## src/rtl/mesi_pkg.sv

```systemverilog
package mesi_pkg;

  typedef enum logic [1:0] {
    ST_I = 2'd0,
    ST_S = 2'd1,
    ST_E = 2'd2,
    ST_M = 2'd3
  } line_st_t;

  typedef enum logic [1:0] {
    CMD_NONE = 2'd0,
    CMD_RD   = 2'd1,
    CMD_RDX  = 2'd2,
    CMD_UPGR = 2'd3
  } bus_cmd_t;

  typedef struct packed {
    line_st_t nxt;
    logic     shared;
    logic     flush;
  } snp_resp_t;

  // Reaction of a held line to a foreign transaction
  function automatic snp_resp_t snoop_react(line_st_t cur, bus_cmd_t cmd);
    snp_resp_t r;
    r.nxt    = cur;
    r.shared = 1'b0;
    r.flush  = 1'b0;
    if (cur != ST_I) begin
      case (cmd)
        CMD_RD: begin
          r.nxt    = ST_S;
          r.shared = 1'b1;
          r.flush  = (cur == ST_M);
        end
        CMD_RDX: begin
          r.nxt   = ST_I;
          r.flush = (cur == ST_M);
        end
        CMD_UPGR: r.nxt = ST_I;
        default: ;
      endcase
    end
    return r;
  endfunction

endpackage

```

## src/rtl/mesi_line_store.sv

```systemverilog
module mesi_line_store
  import mesi_pkg::*;
#(
  parameter int NLINES = 8,
  parameter int TW     = 13,
  localparam int IW    = $clog2(NLINES)
) (
  input  logic          clk,
  input  logic          rst,
  // read port for the processor side
  input  logic [IW-1:0] p_idx,
  output line_st_t      p_st,
  output logic [TW-1:0] p_tag,
  // read port for the snoop side
  input  logic [IW-1:0] s_idx,
  output line_st_t      s_st,
  output logic [TW-1:0] s_tag,
  // processor-side write: state and tag, wins on a collision
  input  logic          p_we,
  input  line_st_t      p_wst,
  input  logic [TW-1:0] p_wtag,
  // snoop-side write: state only
  input  logic          s_we,
  input  line_st_t      s_wst
);

  line_st_t      st_q  [NLINES];
  logic [TW-1:0] tag_q [NLINES];

  always_ff @(posedge clk) begin
    if (rst) begin
      for (int i = 0; i < NLINES; i++) begin
        st_q[i]  <= ST_I;
        tag_q[i] <= '0;
      end
    end else begin
      for (int i = 0; i < NLINES; i++) begin
        if (p_we && p_idx == IW'(i)) begin
          st_q[i]  <= p_wst;
          tag_q[i] <= p_wtag;
        end else if (s_we && s_idx == IW'(i)) begin
          st_q[i] <= s_wst;
        end
      end
    end
  end

  assign p_st  = st_q[p_idx];
  assign p_tag = tag_q[p_idx];
  assign s_st  = st_q[s_idx];
  assign s_tag = tag_q[s_idx];

endmodule

```

## src/rtl/mesi_snoop_unit.sv

```systemverilog
module mesi_snoop_unit
  import mesi_pkg::*;
#(
  parameter int NLINES = 8,
  parameter int AW     = 16,
  localparam int IW    = $clog2(NLINES),
  localparam int TW    = AW - IW
) (
  input  logic          clk,
  input  logic          rst,
  input  logic          snp_valid,
  input  logic [1:0]    snp_cmd,
  input  logic [AW-1:0] snp_addr,
  output logic [IW-1:0] s_idx,
  input  line_st_t      s_st,
  input  logic [TW-1:0] s_tag,
  output logic          s_we,
  output line_st_t      s_wst,
  output logic          snp_shared,
  output logic          snp_flush
);

  logic      match;
  snp_resp_t resp;

  assign s_idx = snp_addr[IW-1:0];
  assign match = snp_valid && (s_st != ST_I) && (s_tag == snp_addr[AW-1:IW]);
  assign resp  = snoop_react(s_st, bus_cmd_t'(snp_cmd));
  assign s_we  = match && (resp.nxt != s_st);
  assign s_wst = resp.nxt;

  always_ff @(posedge clk) begin
    if (rst) begin
      snp_shared <= 1'b0;
      snp_flush  <= 1'b0;
    end else begin
      snp_shared <= match && resp.shared;
      snp_flush  <= match && resp.flush;
    end
  end

endmodule

```

## src/rtl/mesi_req_fsm.sv

```systemverilog
module mesi_req_fsm
  import mesi_pkg::*;
#(
  parameter int NLINES = 8,
  parameter int AW     = 16,
  localparam int IW    = $clog2(NLINES),
  localparam int TW    = AW - IW
) (
  input  logic          clk,
  input  logic          rst,
  input  logic          cpu_req,
  input  logic          cpu_wr,
  input  logic [AW-1:0] cpu_addr,
  input  logic          snp_valid,
  input  logic          bus_gnt,
  input  logic          bus_shared_in,
  output logic [IW-1:0] p_idx,
  input  line_st_t      p_st,
  input  logic [TW-1:0] p_tag,
  output logic          p_we,
  output line_st_t      p_wst,
  output logic [TW-1:0] p_wtag,
  output logic          cpu_done,
  output logic          cpu_hit,
  output logic          cpu_stall,
  output logic          bus_req,
  output logic [1:0]    bus_cmd,
  output logic [AW-1:0] bus_addr,
  output logic          wb_req,
  output logic [AW-1:0] wb_addr
);

  logic          busy_q, pwr_q, done_q, hit_q, wb_q;
  logic [AW-1:0] paddr_q, wbaddr_q;
  logic [AW-1:0] lk_addr;
  logic [TW-1:0] lk_tag;
  logic          tag_match, wr_hit, is_hit, accept, grant;
  bus_cmd_t      cmd_c;

  // while a request is pending the lookup follows the held address
  assign lk_addr   = busy_q ? paddr_q : cpu_addr;
  assign p_idx     = lk_addr[IW-1:0];
  assign lk_tag    = lk_addr[AW-1:IW];
  assign tag_match = (p_st != ST_I) && (p_tag == lk_tag);
  assign wr_hit    = tag_match && (p_st == ST_E || p_st == ST_M);
  assign is_hit    = cpu_wr ? wr_hit : tag_match;
  assign accept    = !busy_q && cpu_req && !snp_valid && !done_q;
  assign grant     = busy_q && bus_gnt;

  // command follows the live line state, so a lost upgrade turns into RDX
  always_comb begin
    if (!busy_q)     cmd_c = CMD_NONE;
    else if (!pwr_q) cmd_c = CMD_RD;
    else if (tag_match && p_st == ST_S) cmd_c = CMD_UPGR;
    else             cmd_c = CMD_RDX;
  end

  always_comb begin
    p_we   = 1'b0;
    p_wst  = ST_M;
    p_wtag = lk_tag;
    if (accept && is_hit && cpu_wr) begin
      p_we  = 1'b1;
      p_wst = ST_M;
    end
    if (grant) begin
      p_we  = 1'b1;
      p_wst = pwr_q ? ST_M : (bus_shared_in ? ST_S : ST_E);
    end
  end

  always_ff @(posedge clk) begin
    if (rst) begin
      busy_q   <= 1'b0;
      pwr_q    <= 1'b0;
      done_q   <= 1'b0;
      hit_q    <= 1'b0;
      wb_q     <= 1'b0;
      paddr_q  <= '0;
      wbaddr_q <= '0;
    end else begin
      done_q <= 1'b0;
      hit_q  <= 1'b0;
      wb_q   <= 1'b0;
      if (accept) begin
        if (is_hit) begin
          done_q <= 1'b1;
          hit_q  <= 1'b1;
        end else begin
          busy_q  <= 1'b1;
          pwr_q   <= cpu_wr;
          paddr_q <= cpu_addr;
        end
      end
      if (grant) begin
        busy_q   <= 1'b0;
        done_q   <= 1'b1;
        wb_q     <= (p_st == ST_M) && (p_tag != lk_tag);
        wbaddr_q <= {p_tag, p_idx};
      end
    end
  end

  assign cpu_done  = done_q;
  assign cpu_hit   = hit_q;
  assign cpu_stall = busy_q;
  assign bus_req   = busy_q;
  assign bus_cmd   = cmd_c;
  assign bus_addr  = paddr_q;
  assign wb_req    = wb_q;
  assign wb_addr   = wbaddr_q;

endmodule

```

## src/rtl/mesi_coherence_ctrl.sv

```systemverilog
module mesi_coherence_ctrl
  import mesi_pkg::*;
#(
  parameter int NLINES = 8,
  parameter int AW     = 16
) (
  input  logic          clk,
  input  logic          rst,
  input  logic          cpu_req,
  input  logic          cpu_wr,
  input  logic [AW-1:0] cpu_addr,
  output logic          cpu_done,
  output logic          cpu_hit,
  output logic          cpu_stall,
  output logic          bus_req,
  output logic [1:0]    bus_cmd,
  output logic [AW-1:0] bus_addr,
  input  logic          bus_gnt,
  input  logic          bus_shared_in,
  input  logic          snp_valid,
  input  logic [1:0]    snp_cmd,
  input  logic [AW-1:0] snp_addr,
  output logic          snp_shared,
  output logic          snp_flush,
  output logic          wb_req,
  output logic [AW-1:0] wb_addr
);

  localparam int IW = $clog2(NLINES);
  localparam int TW = AW - IW;

  logic [IW-1:0] p_idx, s_idx;
  line_st_t      p_st, s_st, p_wst, s_wst;
  logic [TW-1:0] p_tag, s_tag, p_wtag;
  logic          p_we, s_we;

  mesi_line_store #(.NLINES(NLINES), .TW(TW)) u_store (
    .clk(clk), .rst(rst),
    .p_idx(p_idx), .p_st(p_st), .p_tag(p_tag),
    .s_idx(s_idx), .s_st(s_st), .s_tag(s_tag),
    .p_we(p_we), .p_wst(p_wst), .p_wtag(p_wtag),
    .s_we(s_we), .s_wst(s_wst)
  );

  mesi_req_fsm #(.NLINES(NLINES), .AW(AW)) u_req (
    .clk(clk), .rst(rst),
    .cpu_req(cpu_req), .cpu_wr(cpu_wr), .cpu_addr(cpu_addr),
    .snp_valid(snp_valid), .bus_gnt(bus_gnt), .bus_shared_in(bus_shared_in),
    .p_idx(p_idx), .p_st(p_st), .p_tag(p_tag),
    .p_we(p_we), .p_wst(p_wst), .p_wtag(p_wtag),
    .cpu_done(cpu_done), .cpu_hit(cpu_hit), .cpu_stall(cpu_stall),
    .bus_req(bus_req), .bus_cmd(bus_cmd), .bus_addr(bus_addr),
    .wb_req(wb_req), .wb_addr(wb_addr)
  );

  mesi_snoop_unit #(.NLINES(NLINES), .AW(AW)) u_snp (
    .clk(clk), .rst(rst),
    .snp_valid(snp_valid), .snp_cmd(snp_cmd), .snp_addr(snp_addr),
    .s_idx(s_idx), .s_st(s_st), .s_tag(s_tag),
    .s_we(s_we), .s_wst(s_wst),
    .snp_shared(snp_shared), .snp_flush(snp_flush)
  );

endmodule

```

## config.mk

```make
export PLATFORM = sky130hd
export DESIGN_NAME = mesi_coherence_ctrl
export DESIGN_NICKNAME = d
export VERILOG_FILES = /design/src/rtl/mesi_pkg.sv /design/src/rtl/mesi_line_store.sv /design/src/rtl/mesi_snoop_unit.sv /design/src/rtl/mesi_req_fsm.sv /design/src/rtl/mesi_coherence_ctrl.sv
export SDC_FILE = /design/constraint.sdc
export NUM_CORES = 1
export LEC_CHECK = 0
export BUFFER_PORTS_ARGS = -buffer_cell sky130_fd_sc_hd__clkbuf_2
export CAP_MARGIN = 10
export CORE_UTILIZATION = 25
export DETAILED_ROUTE_END_ITERATION = 10
export GPL_TIMING_DRIVEN = 0
export PLACE_DENSITY_LB_ADDON = 0.1
export SLEW_MARGIN = 0
export SYNTH_ARGS = -nofsm -noshare
export SYNTH_HDL_FRONTEND = slang
export SYNTH_SLANG_ARGS = --single-unit
```

## constraint.sdc

```tcl
create_clock -name clk -period 4 [get_ports clk]
set_clock_uncertainty 0.2 [all_clocks]
set_input_delay 0.2 -clock clk [delete_from_list [all_inputs] [get_ports clk]]
set_output_delay 0.2 -clock clk [all_outputs]
set_load 0.02 [all_outputs]
```

# Yosys cells after proc, flatten, opt, wreduce, memory -nomap -nowiden
# Memories as Yosys holds them, arrays and structs flattened.
# Index checks and enable logic that the tools add are counted.
[classes] n_eq_ne=25 shift=0 bitwise_logic=26 muxes=99 add_sub_neg=0 n_reduce_logical=44 n_div=0 order_cmp=0 n_mul=0
[ops] operator="two-way mux 13 bit" n=8
[ops] operator="two-way mux 1 bit" n=67
[ops] operator="two-way mux 2 bit" n=21
[ops] operator="logical AND 1 bit" n=31
[ops] operator="== test 13 bit" n=2
[ops] operator="== test 3 bit, second input constant" n=8
[ops] operator="OR 1 bit" n=24
[ops] operator="two-way mux 16 bit" n=1
[ops] operator="!= test 13 bit" n=1
[ops] operator="== test 3 x 2 -> 1 bit, second input constant" n=4
[ops] operator="== test 2 bit, second input constant" n=5
[ops] operator="OR reduction 2 bit" n=4
[ops] operator="== test 3 x 1 -> 1 bit, second input constant" n=2
[ops] operator="zero test 3 bit" n=2
[ops] operator="== test 2 x 1 -> 1 bit, second input constant" n=2
[ops] operator="two-way mux 4 bit" n=1
[ops] operator="one-hot mux 2 bit (2 select lines)" n=1
[ops] operator="nonzero test 2 bit" n=2
[ops] operator="zero test 1 bit" n=3
[ops] operator="!= test 2 bit" n=1
[ops] operator="NOT 1 bit" n=2
[ops] operator="AND reduction 2 bit" n=1
[ops] operator="logical OR 1 bit" n=1
[totals] latchBits=0 memories=2 register_bits=39 input_bits=41 ram_bits=120 romBits=0
[memory_table] name="u_store.tag_q" words=8 word_bits=13 read_ports=2 rd_clocked_by_memory_dff=0 write_ports=8 line="mesi_line_store.sv:28" rtl="logic [TW-1:0] tag_q [NLINES];"
[memory_table] name="u_store.st_q" words=8 word_bits=2 read_ports=2 rd_clocked_by_memory_dff=0 write_ports=8 line="mesi_line_store.sv:27" rtl="line_st_t st_q [NLINES];"

# Longest topological paths before layout
# An unclocked memory read counts as a cell.
[logic_depth] ltp_word=16 ltp_mapped=14 ltp_nobuf=9

# Cells and area by module
# From an unflattened synthesis, not the netlist that was laid out.
[unflattened] hier_cells=661 area_unflattened_um2=8590.7
[by_module_without_submodules] mod="mesi_line_store" seq_area_each_um2=3603.5 area_per_inst_um2=6383.6 n_inst=1 cells_per_inst=415
[by_module_without_submodules] mod="mesi_req_fsm" seq_area_each_um2=740.7 area_per_inst_um2=1884.3 n_inst=1 cells_per_inst=205
[by_module_without_submodules] mod="mesi_snoop_unit" seq_area_each_um2=40.0 area_per_inst_um2=322.8 n_inst=1 cells_per_inst=41

# Least setup slack after synthesis
# OpenSTA, ideal clock, no wires.
[synth_path] path_kind="register to register" from="register u_req.busy_q (netlist: u_req.bus_req)" to="memory u_store.tag_q[3][0], enable pin" n_path_buf=3 path_slack_ps=-208 path_stages_with_launch=13 period_less_slack_ps=4208 arrival_time_ps=3624 required_ps=3416 path_cell_list="dfxtp_1 > or3b_1 > clkbuf_2 > and2_1 > buf_2 > o221a_2 > a32oi_1 > xnor2_1 > nand3_1 > nor4_4 > o21ai_2 > buf_4 > o21ai_1"
[synth_rtl] element="start: declaration" line="mesi_req_fsm.sv:33" rtl="logic busy_q, pwr_q, done_q, hit_q, wb_q;"
[synth_rtl] element="start signal: assignment" line="mesi_req_fsm.sv:74" rtl="busy_q <= 1'b0;"
[synth_rtl] element="start signal: assignment" line="mesi_req_fsm.sv:90" rtl="busy_q <= 1'b1;"
[synth_rtl] element="start signal: assignment" line="mesi_req_fsm.sv:96" rtl="busy_q <= 1'b0;"
[synth_rtl] element="end: declaration" line="mesi_line_store.sv:28"

# Worst setup path in the final report
[layout_path] from="register u_req.paddr_q[0] (netlist: u_req.bus_addr[0])" to="output bus_cmd[0]"
[layout_between] elab_chain_len=8
[layout_lines] element="start: declaration" line="mesi_req_fsm.sv:34" rtl="logic [AW-1:0] paddr_q, wbaddr_q;"
[layout_lines] element="start signal: assignment" line="mesi_req_fsm.sv:92" rtl="paddr_q <= cpu_addr;"
[layout_lines] element="two-way mux 16 bit (*)" line="mesi_req_fsm.sv:41" rtl="assign lk_addr = busy_q ? paddr_q : cpu_addr;"
[layout_lines] element="memory (8 x 13 bit) / memory (8 x 2 bit) (equally long branches)"
[layout_lines] element="== test 13 bit / nonzero test 2 bit (equally long branches)" line="mesi_req_fsm.sv:44" rtl="assign tag_match = (p_st != ST_I) && (p_tag == lk_tag);"
[layout_lines] element="logical AND 1 bit" line="mesi_req_fsm.sv:44"
[layout_lines] element="logical AND 1 bit (*)" line="mesi_req_fsm.sv:54" rtl="else if (tag_match && p_st == ST_S) cmd_c = CMD_UPGR;"
[layout_lines] element="two-way mux 1 bit (*)" line="mesi_req_fsm.sv:54"
[layout_lines] element="two-way mux 2 bit (*)" line="mesi_req_fsm.sv:53" rtl="else if (!pwr_q) cmd_c = CMD_RD;"
[layout_lines] element="two-way mux 2 bit (*)" line="mesi_req_fsm.sv:52" rtl="if (!busy_q) cmd_c = CMD_NONE;"
[layout_lines] element="end: declaration" line="mesi_coherence_ctrl.sv:16" rtl="output logic [1:0] bus_cmd,"
# Mark *: on every way between the ends. The rest lies on a longest branch, timed or not.

==> qor.csv <==
stage,metric,value,unit
critical_path,Worst path max stage delay,390,ps
synth,sequential area share after synthesis,47.1,%
clock_network,TritonCTS Buffers,17,
critical_path,Crit. End Element,output port,
critical_path,crit-path most repeated cell,buf_6,
layout,fraction of layout cells with a size suffix above 1,28.6,%
outcome,status,"complete, no violations",
critical_path,maximum fanout along the worst path,9,
layout,Reg area,4390,sq um
route,first-pass detailed-route iteration total,5,
global_route,largest net degree at the start of global routing,17,
power,LEAKAGE,0.00438,uW
clock_network,htree depth,4,
global_route,first-pass GRT wire length,57300,um
synth,Synth top area share,38.7,%
global_route,Global Route Usage Sum,21.4,%
critical_path,Worst Path Arrival,3520,ps
placed_design,DP Worst Slack,-1830,ps
sta,final worst-path cycle share,97.9,%
synth,top post-synthesis cells by area,"edfxtp_1 39%, mux2i_1 9.5%, dfxtp_1 8.4%",
critical_path,crit-path cells,or3b_1 -> buf_6 -> and2_1 -> buf_6 -> o221a_2 -> a32oi_4 -> xnor2_2 -> nand3_2 -> nor4_4 -> nand4_1 -> a21boi_2 -> buf_4,
critical_path,Worst Reg-to-Reg Cells,11,
sta,Final setup viols,0,
floorplanning,Die Area,38000,sq um
route,DRT Wirelength,40200,um
hold_path,Worst Hold Class,in -> reg,
route,DR iter-0 viols,780,
sta,Final TNS setup,0,ps
synth,share of flip-flops with an asynchronous set or reset,0,%
power,Pwr per Cell Area,386,nW/um^2
layout,final core area utilization,31.9,%
critical_path,origin of the critical flop-to-flop path,u_req.bus_addr[0]$_SDFFE_PP0P_,
global_route,initial antenna violation count,0,
clock_network,clk buf depth,2,
placed_design,HPWL Detailed,29400,um
clock_network,clk_lat worst skew,460,ps
power,Peak VDD IR,0.312,mV
floorplanning,Die Width,195,um
clock_network,Root Buffer,clkbuf_16,
global_route,grt total ovfl,0,
hold_path,Worst Hold Depth,4,
layout,multi-input logic area,4770,sq um
sta,FMAX,0.255,GHz
placed_design,port bufs,79,
route,routed via count,7882,
placed_design,Final Wtd Congestion,0.817,
route,post-route ant nets,0,
critical_path,Critical Setup Path Class,reg -> out,
synth,Synth cell types,74,
layout,"most common cell after layout, fill and taps aside",edfxtp_1,
clock_network,CTS tree,done,
sta,"Slew Viols, Final",0,
critical_path,"Max stage delay cell, worst path",or3b_1,
floorplanning,Initial Util,25.4,%
route,Avg WL per Cell,26.5,um
sta,"Hold Violations, Final",0,
synth,Synth Net Count,935,
global_route,vias in the first global route,7715,
clock_network,clk slew on worst S/H paths,70,ps
synth,"Cell Area, Synth",9320,sq um
layout,synth-to-layout area growth,25.3,%
layout,Ant. Diodes,0,
floorplanning,Die H,195,um
synth,Avg Inst Size Synth,10.4,sq um
floorplanning,IO Pins,82,
hold_path,Min-Delay Startpoint,bus_shared_in,
synth,cell taking the most area after synthesis,edfxtp_1,
critical_path,critical path launch point type,flop,
layout,most frequent cells in the layout,"120 x edfxtp_1, 103 x nor2_1, 89 x nand2_1",
hold_path,Worst Hold Path EP,u_store.st_q[0][1]$_SDFFCE_PN0P_,
route,drt via density,5.20,
route,Post-route DRC,0,
clock_network,# clock sinks,159,
layout,nets,1078,
synth,"Primary FF master, synth",edfxtp_1,
sta,Tmin final,3920,ps
floorplanning,core outline area,36600,sq um
flow_run,Max Cap Viol,0,
sta,RSZ-0062 raised after global routing,yes,
critical_path,FF-to-FF End,u_store.st_q[6][1]$_SDFFCE_PP0P_,
critical_path,required time worst endpoint,3600,ps
sta,PnR worst setup slack,84.8,ps
layout,FILL cells,3842,
sta,Slew HR,20.4,%
synth,Yosys warning count,0,
sta,hold_ws,120,ps
synth,Synth Register Bits,159,
floorplanning,row count,70,
critical_path,R2R setup slack,110,ps
sta,Worst Tran Pin Value,1180,ps
synth,number of flops mapped to enable cells by yosys,120,
synth,Syn Inst Count,892,
-- critical path, delay by kind of cell (launching register included) --
kind / cells / cell delay (ps)
XOR/XNOR: 1 / 160
AND/OR/NAND/NOR: 5 / 1250
buffers and inverters: 3 / 470
AO/OA/AOI/OAI: 3 / 780
flip-flops: 1 / 380
-- synth_stat cells (4+ instances only) --
| cell | count |
|---|---|
| edfxtp_1 | 120 |
| nor2_1 | 105 |
| nand2_1 | 94 |
| mux2i_1 | 88 |
| dfxtp_1 | 39 |
| clkbuf_1 | 38 |
| o21ai_0 | 33 |
| buf_2 | 28 |
| nand3_1 | 23 |
| nor3_2 | 22 |
| inv_1 | 19 |
| nor3_1 | 18 |
| mux4_2 | 17 |
| xnor2_1 | 16 |
| o221ai_1 | 14 |
| o22ai_1 | 14 |
| or2_2 | 14 |
| a22oi_1 | 12 |
| a211oi_1 | 11 |
| a21oi_1 | 9 |
| nor2b_1 | 9 |
| nand2b_1 | 8 |
| nand4_1 | 8 |
| xor2_1 | 8 |
| buf_4 | 7 |
| and2_1 | 6 |
| nor3b_1 | 6 |
| and3_1 | 5 |
| mux2_2 | 5 |
| or3_1 | 5 |
| a32oi_1 | 4 |
| nand3b_1 | 4 |
| o21a_1 | 4 |
| o21ai_1 | 4 |
| o21ai_4 | 4 |
-- state kept, by name (all words and copies together), names as in the netlist --
| signal | flops |
|---|---|
| u_req.cpu_done | 1 |
| u_req.wb_req | 1 |
| u_req.cpu_hit | 1 |
| u_snp.snp_shared | 1 |
| u_req.wb_addr | 16 |
| u_store.st_q | 16 |
| u_snp.snp_flush | 1 |
| u_req.pwr_q | 1 |
| u_req.bus_addr | 16 |
| u_req.bus_req | 1 |
| u_store.tag_q | 104 |
-- how the worst max path moves through the flow --
stage,from,endpoint,slack (ps),cells past startpoint
final,u_req.bus_addr[0]$_SDFFE_PP0P_,bus_cmd[0],80,12
after floorplan,u_req.bus_req$_SDFFE_PP0P_,u_store.tag_q[3][0]$_SDFFCE_PN0P_,-210,12
after CTS,u_req.bus_addr[0]$_SDFFE_PP0P_,bus_cmd[0],0.5,12
after global placement,u_req.bus_addr[0]$_SDFFE_PP0P_,u_store.tag_q[2][7]$_SDFFCE_PN0P_,-2120,12
after detailed placement,u_req.bus_addr[0]$_SDFFE_PP0P_,u_store.tag_q[5][10]$_SDFFCE_PN0P_,-1830,12
after global routing,u_req.bus_addr[0]$_SDFFE_PP0P_,bus_cmd[0],-60,12
-- final cells by class --
cell class	instances	share of cell area, %
Clock buffer	18	3.68
Clock inverter	14	1.14
Timing Repair Buffer	126	7.07
Tap cell	468	5.02
Sequential cell	159	37.6
Inverter	20	0.643
Multi-Input combinational cell	634	40.9
Buffer	77	3.92
-- metrics by stage --
stage	cell area, sq um	cells	power [uW]
final	11700	1516	4510
after global routing	11700	1516	4650
after CTS	11500	1508	4500
after detailed placement	10300	1442	2800
after global placement	10300	1439	2800
after floorplan	9320	892	2440
-- cell families after synthesis --
| kind of cell | count (synthesis) | share of synthesized area (%) |
|---|---|---|
| AOI/OAI and AO/OA | 149 | 11.8 |
| xor gates and xnor gates | 24 | 2.26 |
| adders and majority gates | 2 | 0.269 |
| buffers and inverters | 99 | 4.82 |
| DFF | 159 | 47.1 |
| muxes | 115 | 15.0 |
| and+or+nand+nor | 344 | 18.8 |
-- routing by layer --
| metal | global-route usage [%] | wire [um] | vias to the layer above |
|---|---|---|---|
| met4 | 8.02 | 1510 | 0 |
| met2 | 33.8 | 18500 | 294 |
| li1 | - | - | 3570 |
| met3 | 3.01 | 1710 | 68 |
| met1 | 29.6 | 18500 | 3950 |
| met5 | 0 | 0 | - |
-- where the power goes --
group          internal (uW)  total (uW)  switching [uW]
logic                    357         964             606
registers               1850        1910            60.2
clock network            867        1630             763
-- timing repair --
action                     CTS  global route
hold buffers                19             0
hold endpoints to repair    19             0
gates cloned                 0             0
resized for setup           76            34
setup buffers               17             8
pin swaps                   12            11
setup endpoints to repair  235            94
(Power assumes the default switching activity.)
